**src/rtl/ssp_pkg.sv**
```systemverilog
package ssp_pkg;

    localparam int DATA_W      = 8;
    localparam int DIV_W       = 8;
    localparam int MIN_HALF    = 4;
    localparam int SYNC_STAGES = 2;

    typedef struct packed {
        logic rise;
        logic fall;
    } edge_t;

    function automatic logic [DIV_W-1:0] eff_half(input logic [DIV_W-1:0] d);
        return (d < DIV_W'(MIN_HALF)) ? DIV_W'(MIN_HALF) : d;
    endfunction

endpackage

```
**src/rtl/ssp_brg.sv**
```systemverilog
module ssp_brg
    import ssp_pkg::*;
#(
    parameter int W = DIV_W
) (
    input  logic         clk,
    input  logic         rst,
    input  logic         load_i,
    input  logic         run_i,
    input  logic [W-1:0] half_i,
    output logic         tick_o
);
    logic [W-1:0] half_q;
    logic [W-1:0] cnt_q;

    assign tick_o = run_i && (cnt_q == half_q - 1'b1);

    always_ff @(posedge clk) begin
        if (rst) begin
            half_q <= W'(MIN_HALF);
            cnt_q  <= '0;
        end else if (load_i) begin
            half_q <= (half_i < W'(MIN_HALF)) ? W'(MIN_HALF) : half_i;
            cnt_q  <= '0;
        end else if (!run_i || tick_o) begin
            cnt_q <= '0;
        end else begin
            cnt_q <= cnt_q + 1'b1;
        end
    end
endmodule

```
**src/rtl/ssp_sync.sv**
```systemverilog
module ssp_sync
    import ssp_pkg::*;
#(
    parameter int STAGES = SYNC_STAGES
) (
    input  logic  clk,
    input  logic  rst,
    input  logic  pin_i,
    output edge_t ev_o
);
    logic [STAGES:0] chain_q;

    always_ff @(posedge clk) begin
        if (rst) chain_q <= '1;
        else     chain_q <= {chain_q[STAGES-1:0], pin_i};
    end

    assign ev_o.rise =  chain_q[STAGES-1] & ~chain_q[STAGES];
    assign ev_o.fall = ~chain_q[STAGES-1] &  chain_q[STAGES];
endmodule

```
**src/rtl/ssp_tx.sv**
```systemverilog
module ssp_tx
    import ssp_pkg::*;
#(
    parameter int DW = DATA_W,
    parameter int VW = DIV_W
) (
    input  logic          clk,
    input  logic          rst,
    input  logic          master_i,
    input  logic          wr_i,
    input  logic [DW-1:0] data_i,
    input  logic [VW-1:0] div_i,
    input  edge_t         ev_i,
    output logic          busy_o,
    output logic          done_o,
    output logic          sd_o,
    output logic          sck_o,
    output logic          sck_oe_o
);
    localparam int BW = $clog2(DW);
    localparam logic [BW-1:0] LAST = BW'(DW - 1);

    logic          busy_q, done_q, sd_q, sck_q, master_q, armed_q;
    logic [BW-1:0] bit_q, bit_nx;
    logic [DW-1:0] sh_q;
    logic          start, tick;

    assign start  = wr_i & ~busy_q;
    assign bit_nx = bit_q + 1'b1;

    ssp_brg #(.W(VW)) u_brg (
        .clk(clk), .rst(rst), .load_i(start), .run_i(busy_q & master_q),
        .half_i(div_i), .tick_o(tick)
    );

    always_ff @(posedge clk) begin
        if (rst) begin
            busy_q <= 1'b0; done_q <= 1'b0; sd_q <= 1'b1; sck_q <= 1'b1;
            master_q <= 1'b0; armed_q <= 1'b0; bit_q <= '0; sh_q <= '0;
        end else if (start) begin
            busy_q   <= 1'b1;
            done_q   <= 1'b0;
            master_q <= master_i;
            sh_q     <= data_i;
            bit_q    <= '0;
            armed_q  <= 1'b0;
            sd_q     <= data_i[0];
            sck_q    <= ~master_i;
        end else if (!busy_q) begin
            master_q <= master_i;
        end else if (master_q) begin
            if (tick) begin
                if (!sck_q) begin
                    sck_q <= 1'b1;
                end else if (bit_q == LAST) begin
                    busy_q <= 1'b0; done_q <= 1'b1; sd_q <= 1'b1;
                end else begin
                    bit_q <= bit_nx; sd_q <= sh_q[bit_nx]; sck_q <= 1'b0;
                end
            end
        end else begin
            if (ev_i.rise) begin
                if (bit_q == LAST) begin
                    busy_q <= 1'b0; done_q <= 1'b1; sd_q <= 1'b1;
                end else begin
                    armed_q <= 1'b1;
                end
            end else if (ev_i.fall && armed_q) begin
                bit_q <= bit_nx; sd_q <= sh_q[bit_nx]; armed_q <= 1'b0;
            end
        end
    end

    assign busy_o   = busy_q;
    assign done_o   = done_q;
    assign sd_o     = sd_q;
    assign sck_o    = sck_q;
    assign sck_oe_o = master_q;
endmodule

```
**src/rtl/ssp_rx.sv**
```systemverilog
module ssp_rx
    import ssp_pkg::*;
#(
    parameter int DW = DATA_W,
    parameter int VW = DIV_W,
    parameter int SS = SYNC_STAGES
) (
    input  logic          clk,
    input  logic          rst,
    input  logic          master_i,
    input  logic          start_i,
    input  logic          ack_i,
    input  logic [VW-1:0] div_i,
    input  edge_t         ev_i,
    input  logic          sd_i,
    output logic          busy_o,
    output logic [DW-1:0] data_o,
    output logic          full_o,
    output logic          ovr_o,
    output logic          sck_o,
    output logic          sck_oe_o
);
    localparam int BW = $clog2(DW);
    localparam logic [BW-1:0] LAST = BW'(DW - 1);

    logic          busy_q, sck_q, master_q, armed_q, full_q, ovr_q;
    logic [BW-1:0] bit_q;
    logic [DW-1:0] sh_q, data_q;
    logic [SS-1:0] dly_q;
    logic          start, tick, sample, load, din;

    assign start  = start_i & ~busy_q;
    assign din    = master_q ? sd_i : dly_q[SS-1];
    assign sample = busy_q & ~start &
                    (master_q ? (tick & ~sck_q) : (ev_i.rise & armed_q));
    assign load   = sample && (bit_q == LAST);

    ssp_brg #(.W(VW)) u_brg (
        .clk(clk), .rst(rst), .load_i(start), .run_i(busy_q & master_q),
        .half_i(div_i), .tick_o(tick)
    );

    always_ff @(posedge clk) begin
        if (rst) dly_q <= '1;
        else     dly_q <= {dly_q[SS-2:0], sd_i};
    end

    always_ff @(posedge clk) begin
        if (rst) begin
            busy_q <= 1'b0; sck_q <= 1'b1; master_q <= 1'b0; armed_q <= 1'b0;
            bit_q <= '0; sh_q <= '0;
        end else if (start) begin
            busy_q   <= 1'b1;
            master_q <= master_i;
            bit_q    <= '0;
            armed_q  <= 1'b0;
            sck_q    <= ~master_i;
        end else if (!busy_q) begin
            master_q <= master_i;
        end else begin
            if (master_q && tick) sck_q <= ~sck_q;
            if (!master_q && ev_i.fall) armed_q <= 1'b1;
            if (sample) begin
                sh_q <= {din, sh_q[DW-1:1]};
                if (bit_q == LAST) busy_q <= 1'b0;
                else               bit_q  <= bit_q + 1'b1;
            end
        end
    end

    always_ff @(posedge clk) begin
        if (rst) begin
            data_q <= '0; full_q <= 1'b0; ovr_q <= 1'b0;
        end else if (load) begin
            data_q <= {din, sh_q[DW-1:1]};
            full_q <= 1'b1;
            ovr_q  <= (ovr_q | full_q) & ~ack_i;
        end else if (ack_i) begin
            full_q <= 1'b0;
            ovr_q  <= 1'b0;
        end
    end

    assign busy_o   = busy_q;
    assign data_o   = data_q;
    assign full_o   = full_q;
    assign ovr_o    = ovr_q;
    assign sck_o    = sck_q;
    assign sck_oe_o = master_q;
endmodule

```
**src/rtl/ssp_port.sv**
```systemverilog
module ssp_port
    import ssp_pkg::*;
#(
    parameter int DW = DATA_W,
    parameter int VW = DIV_W,
    parameter int SS = SYNC_STAGES
) (
    input  logic          clk,
    input  logic          rst,
    input  logic          tx_master_i,
    input  logic [VW-1:0] tx_div_i,
    input  logic          tx_wr_i,
    input  logic [DW-1:0] tx_data_i,
    output logic          tx_busy_o,
    output logic          tx_done_o,
    output logic          txd_o,
    output logic          txc_o,
    output logic          txc_oe_o,
    input  logic          txc_i,
    input  logic          rx_master_i,
    input  logic [VW-1:0] rx_div_i,
    input  logic          rx_start_i,
    input  logic          rx_ack_i,
    output logic          rx_busy_o,
    output logic [DW-1:0] rx_data_o,
    output logic          rx_full_o,
    output logic          rx_overrun_o,
    input  logic          rxd_i,
    output logic          rxc_o,
    output logic          rxc_oe_o,
    input  logic          rxc_i
);
    edge_t tx_ev, rx_ev;

    ssp_sync #(.STAGES(SS)) u_tx_sync (.clk(clk), .rst(rst), .pin_i(txc_i), .ev_o(tx_ev));
    ssp_sync #(.STAGES(SS)) u_rx_sync (.clk(clk), .rst(rst), .pin_i(rxc_i), .ev_o(rx_ev));

    ssp_tx #(.DW(DW), .VW(VW)) u_tx (
        .clk(clk), .rst(rst), .master_i(tx_master_i), .wr_i(tx_wr_i),
        .data_i(tx_data_i), .div_i(tx_div_i), .ev_i(tx_ev),
        .busy_o(tx_busy_o), .done_o(tx_done_o), .sd_o(txd_o),
        .sck_o(txc_o), .sck_oe_o(txc_oe_o)
    );

    ssp_rx #(.DW(DW), .VW(VW), .SS(SS)) u_rx (
        .clk(clk), .rst(rst), .master_i(rx_master_i), .start_i(rx_start_i),
        .ack_i(rx_ack_i), .div_i(rx_div_i), .ev_i(rx_ev), .sd_i(rxd_i),
        .busy_o(rx_busy_o), .data_o(rx_data_o), .full_o(rx_full_o),
        .ovr_o(rx_overrun_o), .sck_o(rxc_o), .sck_oe_o(rxc_oe_o)
    );
endmodule

```
**config.mk**
```make
export PLATFORM = sky130hd
export DESIGN_NAME = ssp_port
export DESIGN_NICKNAME = d
export VERILOG_FILES = /design/src/rtl/ssp_pkg.sv /design/src/rtl/ssp_brg.sv /design/src/rtl/ssp_sync.sv /design/src/rtl/ssp_tx.sv /design/src/rtl/ssp_rx.sv /design/src/rtl/ssp_port.sv
export SDC_FILE = /design/constraint.sdc
export NUM_CORES = 1
export LEC_CHECK = 0
export ABC_CLOCK_PERIOD_IN_PS = 5600
export BUFFER_PORTS_ARGS = -buffer_cell sky130_fd_sc_hd__buf_2
export CAP_MARGIN = 0
export CORE_MARGIN = 5
export CORE_UTILIZATION = 50
export DETAILED_ROUTE_END_ITERATION = 8
export PLACE_DENSITY = 0.71
export SYNTH_ARGS = -nofsm -noshare
export SYNTH_HDL_FRONTEND = slang
export SYNTH_SLANG_ARGS = --single-unit
export TNS_END_PERCENT = 30
```
**constraint.sdc**
```tcl
create_clock -name clk -period 5.6 [get_ports clk]
set_input_delay 0.28 -clock clk [delete_from_list [all_inputs] [get_ports clk]]
set_output_delay 0.28 -clock clk [all_outputs]
set_load 0.03 [all_outputs]
```
==> results of run 1 <==
power by group:
group | total [mW] | internal, mW | switching, mW
combinational | 0.108 | 0.0451 | 0.0627
sequential | 0.610 | 0.592 | 0.0177
clock | 0.418 | 0.206 | 0.212
Yosys cell counts, types with 10 or more instances:
master / count / area share (%)
nor3_1: 15 / 2.0
dfxtp_1: 81 / 44
xor2_1: 13 / 3.1
or2_2: 10 / 1.7
inv_1: 13 / 1.3
clkbuf_1: 16 / 1.6
nand2_1: 53 / 5.4
nand2b_1: 22 / 3.7
xnor2_1: 16 / 3.8
a21oi_1: 29 / 3.9
nor2_1: 38 / 3.8
mux2i_1: 21 / 5.7
stage by stage:
step | utilization [%] | setup WS, ns | hold WS [ns]
floorplan | - | 3.117 | 0.3838
global placement | 55.46 | 2.894 | 0.3911
detailed placement | 55.46 | 2.810 | 0.3954
CTS | 58.15 | 2.785 | 0.09008
global route | 58.15 | 2.657 | 0.1000
finish | 58.15 | 2.812 | 0.1066
routing by layer:
metal	up-vias	routed length [microns]	global-route usage (%)
met2	61	3506	28.12
met5	-	0	0
met1	1428	3665	23.44
met4	0	92	8.886
met3	7	369	3.127
li1	1529	-	-
layout by cell type (no fill, tap or decap), types with 8 or more instances in the layout:
cell type	n
buf_2	51
xnor2_1	16
clkbuf_8	9
nand2b_1	22
nor3_1	15
or2_2	10
nand3_1	8
nand2_1	53
ha_1	8
nor2_1	38
inv_1	13
mux2i_1	21
xor2_1	13
a21oi_1	29
dfxtp_1	81
sequential cells by signal, indices dropped and copies added (netlist names), 2 cells and up:
name	count
u_rx_sync.chain_q	3
u_tx.bit_q	3
u_rx.bit_q	3
u_tx_sync.chain_q	3
u_tx.sh_q	8
u_rx.data_o	8
u_rx.sh_q	7
u_tx.u_brg.half_q	8
u_rx.u_brg.half_q	8
u_tx.u_brg.cnt_q	8
u_rx.dly_q	2
u_rx.u_brg.cnt_q	8
logic make-up after synthesis:
| family | after synthesis | synth area share, % |
|---|---|---|
| buf+inv | 31 | 3.266 |
| xor+xnor | 29 | 6.835 |
| compound gates | 70 | 13.27 |
| flops | 81 | 43.64 |
| simple gates | 176 | 23.43 |
| mux | 23 | 6.869 |
| fa+ha+maj | 8 | 2.694 |
worst min path at each step:
stage / slack, ns / from / cells after the start / endpoint
4_1_cts: 0.09 / txc_i / 2 / u_tx_sync.chain_q[0]
3_5_place_dp: 0.40 / u_rx_sync.chain_q[0] / 1 / u_rx_sync.chain_q[1]
3_3_place_gp: 0.39 / u_rx.dly_q[0] / 1 / u_rx.dly_q[1]
6_report: 0.11 / txc_i / 2 / u_tx_sync.chain_q[0]
2_1_floorplan: 0.38 / rxd_i / 1 / u_rx.dly_q[0]
5_1_grt: 0.10 / rxc_i / 2 / u_rx_sync.chain_q[0]
cell type report:
| cell class | count | share of cell area [%] |
|---|---|---|
| inverter | 13 | 1.157 |
| multi-input combinational | 306 | 46.78 |
| sequential | 81 | 38.45 |
| clock inverter | 7 | 1.691 |
| clock buffer | 9 | 2.937 |
| timing repair buffer | 51 | 6.052 |
| tap | 99 | 2.937 |
==> summary.txt, run 1 <==
Synthesis
  – Post-synthesis register bit count: 81
  – Ys async rst share: 0%
  – EDFF count, synth: 0
  – Syn Nets: 460
  – Mapped Avg Cell Area: 8.890 sq um
  – Sequential area share after synthesis: 43.64%
  – Cell area after synthesis: 0.003716 sq mm
  – Yosys warnings: 0
  – Synth cell types: 48
  – Synth Instances: 418
  – Main synth FF type: dfxtp_1

STA
  – FMAX: 358.6 MHz
  – Min Tclk post-route: 2.788 ns
  – Final period util: 49.79%
  – Clk_skew: 0.006345 ns
  – TNS Setup: 0 ns
  – Worst-margin pin slew: 1.053 ns
  – RSZ-0062 raised after global routing: false
  – Max-slew violation count: 0
  – # setup viols final: 0
  – Worst slew margin: 29.68%
  – Fin. Hold Viols: 0

Worst setup path
  – R2R Setup Slk: 2.81 ns
  – Crit-path max cell delay: 0.51 ns
  – Crit Path Max Fanout: 7
  – Critical Path RT: 5.87 ns
  – CP endpoint kind: register
  – Worst r2r path cells: 6
  – Reg-to-Reg End: u_rx.data_o[2]
  – Worst R2R Start: u_rx.u_brg.half_q[2]
  – Critical Path Stages: 6
  – Setup crit end: u_rx.data_o[2]
  – CP Launch Type: register
  – CP Cell Sequence: or3_4 -> or4_1 -> a211o_1 -> a2111oi_4 -> o21a_1 -> mux2i_1
  – CP Launch Point: u_rx.u_brg.half_q[2]
  – Worst Path Arrival: 3.06 ns
  – Kind of critical path: register to register
  – CP bufs+invs: 0
  – Slowest stage cell, crit path: or4_1
  – Critical path's top delay family: compound AO/OA/AOI/OAI gates

Layout
  – Final Non-Filler Cells: 566
  – Footprint of the multi-input gates: 0.001973 sq mm
  – Layout cells sized above 1: 17.99%
  – Area Overhead vs Synth: 13.50%
  – Reg area: 0.001622 sq mm
  – Number of antenna diodes: 0
  – Post-route cell area: 0.004218 sq mm
  – # fillers: 684
  – Nets: 504

Detailed routing
  – Drt pass-1 iters: 4
  – Drt drc: 0
  – Vias: 3025
  – DR iter-0 viols: 109
  – Vias per cell: 5.345
  – Total wire length: 7633 microns
  – Post-route ant nets: 0
  – WL per Instance: 13.49 microns

GRT
  – First-pass GRT wire length: 12950 microns
  – Vias in the first global route: 2900
  – Initial antenna violation count: 0
  – Remaining Overflow, GRT: 0
  – Largest net degree at the start of global routing: 62
  – Total GRT Usage: 17.86%

Placement
  – IO buf count: 51
  – Placed Cells: 550
  – Routability cong.: 0.8873
  – Post-Place Cell Area: 0.004023 sq mm
  – Post-detail-place hpwl: 5501 microns

Floorplanning
  – Die ar.: 0.009256 sq mm
  – Die height: 96.21 microns
  – I/O pin cnt: 52
  – CORE AREA: 0.007253 sq mm
  – FP Rows: 31
  – Die width: 96.21 microns
  – Initial core utilization: 51.23%

Clock tree
  – H-tree depth: 3
  – Num CTS Buffers: 9
  – Clock latency on the worst-skew pair: 0.35 ns
  – Setup bufs post-CTS: 0
  – CTS tree: yes
  – CTS resizes: 0
  – CTS max path bufs: 2
  – Root buffer cell: clkbuf_8
  – Clock Sinks: 81
  – Clk pin slew, worst setup/hold paths: 0.08 ns
  – Hold_buf cts: 0

Run status
  – Status: finished, final reports clean

Pwr
  – Leak: 1.709 nW
  – Max VDD drop: 141.9 uV
  – PwrDens: 269.1 mW/mm^2
  – PnR Total Power: 1.135 mW

Worst hold path
  – Hold WC Path Type: input port to register

Job
  – Max-cap violations: 0
Power figures use the tool's default switching activity.
==> run 2, diff against run 1 <==
--- a/config.mk
+++ b/config.mk
@@ -5,13 +5,13 @@
 export SDC_FILE = /design/constraint.sdc
 export NUM_CORES = 1
 export LEC_CHECK = 0
-export ABC_CLOCK_PERIOD_IN_PS = 5600
+export ABC_CLOCK_PERIOD_IN_PS = 2500
 export BUFFER_PORTS_ARGS = -buffer_cell sky130_fd_sc_hd__buf_2
 export CAP_MARGIN = 0
 export CORE_MARGIN = 5
 export CORE_UTILIZATION = 50
 export DETAILED_ROUTE_END_ITERATION = 8
-export PLACE_DENSITY = 0.71
+export PLACE_DENSITY = 0.74
 export SYNTH_ARGS = -nofsm -noshare
 export SYNTH_HDL_FRONTEND = slang
 export SYNTH_SLANG_ARGS = --single-unit
==> constraint.sdc (replaced) <==
create_clock -name clk -period 2.5 [get_ports clk]
set_input_delay 0.125 -clock clk [delete_from_list [all_inputs] [get_ports clk]]
set_output_delay 0.125 -clock clk [all_outputs]
set_load 0.03 [all_outputs]
==> run 2 against run 1 <==
  * Clock skew grew 0.0051 ns
  * Largest power group unchanged
  * Register-to-register slack got worse by 2.8 ns
  * Critical path depth up 2
  * Maximum frequency up 9.9%
  * First-iteration DRC count increased by 34%
  * Combinational power rose to 2.7 times the previous value
  * Sequential share of layout area is 2.5 points lower
  * The flow now finishes with violations (setup timing)
  * Clock power grew to 2.5 times the previous value
  * Final area rose by 7.0%
  * Count of clock-buffer cells in the layout grew 1
  * Die area unchanged
  * Non-clock buffer count rose by 30
==> summary.txt, run 2 (same netlist as run 1, synthesis figures left out) <==
Worst hold path
  – Hold Crit Start: tx_div_i[2]
  – Hold Path End: u_tx.u_brg.half_q[2]
  – Hold WC Path Type: input port to register
  – Hold Path Cell Cnt: 3 (+1)

STA
  – FMAX: 394.1 MHz (+9.9%)
  – Worst hold margin: 0.01464 ns (-0.09199 ns)
  – Min Tclk post-route: 2.538 ns (-0.2508 ns)
  – # setup viols final: 14 (+14)
  – Max-slew violation count: 0 (unchanged)
  – Fin. Hold Viols: 0 (unchanged)
  – RSZ-0062 raised after global routing: true
  – Worst Slack Setup Final: -0.03759 ns (-2.849 ns)
  – Worst slew margin: 58.82% (+29 points)
  – TNS Setup: -0.2498 ns (-0.2498 ns)
  – Final period util: 101.5% (+52 points)
  – Clk_skew: 0.01149 ns (+0.005146 ns)
  – Worst-margin pin slew: 0.6177 ns (-0.4350 ns)

Layout
  – Number of antenna diodes: 0 (unchanged)
  – Most frequent cells in the layout: dfxtp_1 (80), nand2_1 (53), buf_2 (51)
  – Area Overhead vs Synth: 21.41%
  – Commonest non-fill, non-tap cell in the layout: dfxtp_1
  – Final core utilization: 62.20% (+4.1 points)
  – Final Non-Filler Cells: 596 (+5.3%)
  – Layout cells sized above 1: 22.13% (+4.1 points)
  – Nets: 534 (+6.0%)
  – # fillers: 634 (-7.3%)

Run status
  – Status: finished, violations left
  – Violated checks: setup timing

Floorplanning
  – CORE AREA: 0.007253 sq mm (unchanged)
  – Die height: 96.21 microns (unchanged)
  – FP Rows: 31 (unchanged)
  – Initial core utilization: 51.23% (unchanged)
  – Die width: 96.21 microns (unchanged)
  – Die ar.: 0.009256 sq mm (unchanged)
  – I/O pin cnt: 52 (unchanged)

GRT
  – Remaining Overflow, GRT: 0 (unchanged)
  – Initial antenna violation count: 0 (unchanged)
  – Largest net degree at the start of global routing: 35 (-44%)
  – Vias in the first global route: 3088 (+6.5%)
  – First-pass GRT wire length: 13860 microns (+7.0%)
  – Total GRT Usage: 19.08% (+1.2 points)

Worst setup path
  – Reg-to-Reg End: u_rx.sh_q[4]
  – CP Launch Point: u_rx.u_brg.half_q[4]
  – CP dominant cell by count: buf_4
  – CP Launch Type: register
  – Crit Path Max Fanout: 7 (unchanged)
  – Worst r2r path cells: 8 (+2)
  – Slowest stage cell, crit path: or4_4
  – R2R Setup Slk: -0.04 ns (-2.85 ns)
  – CP bufs+invs: 2 (+2)
  – Critical Path RT: 2.73 ns (-3.14 ns)
  – CP Cell Sequence: or3_4 -> or4_4 -> a211o_1 -> a2111oi_4 -> buf_4 -> nor2_1 -> buf_4 -> mux2i_1
  – Worst Path Arrival: 2.77 ns (-0.29 ns)
  – Kind of critical path: register to register
  – Crit-path max cell delay: 0.52 ns (about the same)
  – Worst R2R Start: u_rx.u_brg.half_q[4]
  – Critical path's top delay family: simple AND/OR/NAND/NOR gates
  – CP endpoint kind: register

Detailed routing
  – WL per Instance: 13.74 microns (+1.9%)
  – Vias per cell: 5.263 (-1.5%)
  – Total wire length: 8187 microns (+7.3%)
  – Drt pass-1 iters: 4 (unchanged)
  – DR iter-0 viols: 146 (+34%)
  – Vias: 3137 (+3.7%)
  – Drt drc: 0 (unchanged)
  – Post-route ant nets: 0 (unchanged)

Placement
  – Routability cong.: 0.8561 (-3.5%)
  – Place WS: -0.05367 ns (-2.864 ns)
  – IO buf count: 51 (unchanged)
  – Post-detail-place hpwl: 5923 microns (+7.7%)
  – Placed Cells: 571 (+3.8%)

Job
  – Max-cap violations: 0 (unchanged)

Clock tree
  – CTS max path bufs: 2 (unchanged)
  – CTS tree: yes
  – Clock latency on the worst-skew pair: 0.35 ns (about the same)
  – Num CTS Buffers: 9 (unchanged)
  – Clk pin slew, worst setup/hold paths: 0.09 ns (about the same)
  – Clock Sinks: 81 (unchanged)
  – H-tree depth: 3 (unchanged)
  – Root buffer cell: clkbuf_8

Pwr
  – Logic pwr share: 10.9% (+1.4 points)
  – Clock network power share: 39.0% (+2.2 points)
  – Net Sw Power: 0.6758 mW (+130%)
  – PwrDens: 599.0 mW/mm^2 (+120%)
  – Switching Share: 25.00% (-0.73 points)
  – Leak: 1.867 nW (+9.2%)
  – Max VDD drop: 374.4 uV (+160%)
  – Design internal power: 2.027 mW (+140%)
  – Flop pwr share: 50.1% (-3.6 points)
## run 2: per-layer routing
| layer | share of wire [%] | vias up | GRT usage [%] |
|---|---|---|---|
| met4 | 1.9 | 0 | 8.175 |
| met5 | 0 | - | 0 |
| met1 | 46 | 1468 | 24.14 |
| li1 | - | 1594 | - |
| met3 | 4.7 | 13 | 3.753 |
| met2 | 47 | 62 | 31.51 |
## run 2: cell type report
cell class              instances  area (sq um)  share of cell area (%)
multi-input cells             306          1988                   44.07
flip-flops and latches         81          1623                   35.97
clock buffers                  10         127.6                   2.829
well taps                      99         123.9                   2.745
clock inverters                 6         90.09                   1.997
inverters                      13         48.80                   1.082
repair buffers                 81         510.5                   11.31
## run 2: stage by stage
step           power [mW]  cell area [sq um]
5_1_grt             2.817               4512
3_3_place_gp        1.656               4193
6_report            2.703               4512
3_5_place_dp        1.665               4193
4_1_cts             2.717               4497
2_1_floorplan       1.560               3716
## run 2: repair_timing
| item | CTS | global route |
|---|---|---|
| hold endpoints to repair | 7 | 0 |
| resized for setup | 1 | 4 |
| hold buffers | 7 | 0 |
| pin swaps | 3 | 2 |
| buffers inserted | 2 | 0 |
| endpoints found under the setup margin | 9 | 34 |
## run 2: worst reg2reg max path, cell delays in order (launching register included)
cell and delay [ns]:
dfxtp_1 0.32, or3_4 0.39, or4_4 0.52, a211o_1 0.34, a2111oi_4 0.35, buf_4 0.17
nor2_1 0.04, buf_4 0.18, mux2i_1 0.12
## run 2: how the worst max path moves through the flow
stage	endpoint	slack, ns	cells past startpoint
2_1_floorplan	u_rx.data_o[1]	0.02	7
3_3_place_gp	u_rx.data_o[3]	0.008	7
3_5_place_dp	u_rx.data_o[2]	-0.05	7
4_1_cts	u_rx.data_o[5]	-0.02	7
5_1_grt	u_rx.sh_q[6]	-0.17	8
6_report	u_rx.sh_q[4]	-0.04	8
## run 2: power groups by stage
stage	combinational [mW]	sequential [mW]	clock, mW
after CTS	0.291	1.35	1.07
after detailed placement	0.281	1.38	0
after floorplan	0.162	1.40	0
after global placement	0.274	1.38	0
after global routing	0.324	1.36	1.13
final	0.294	1.35	1.05
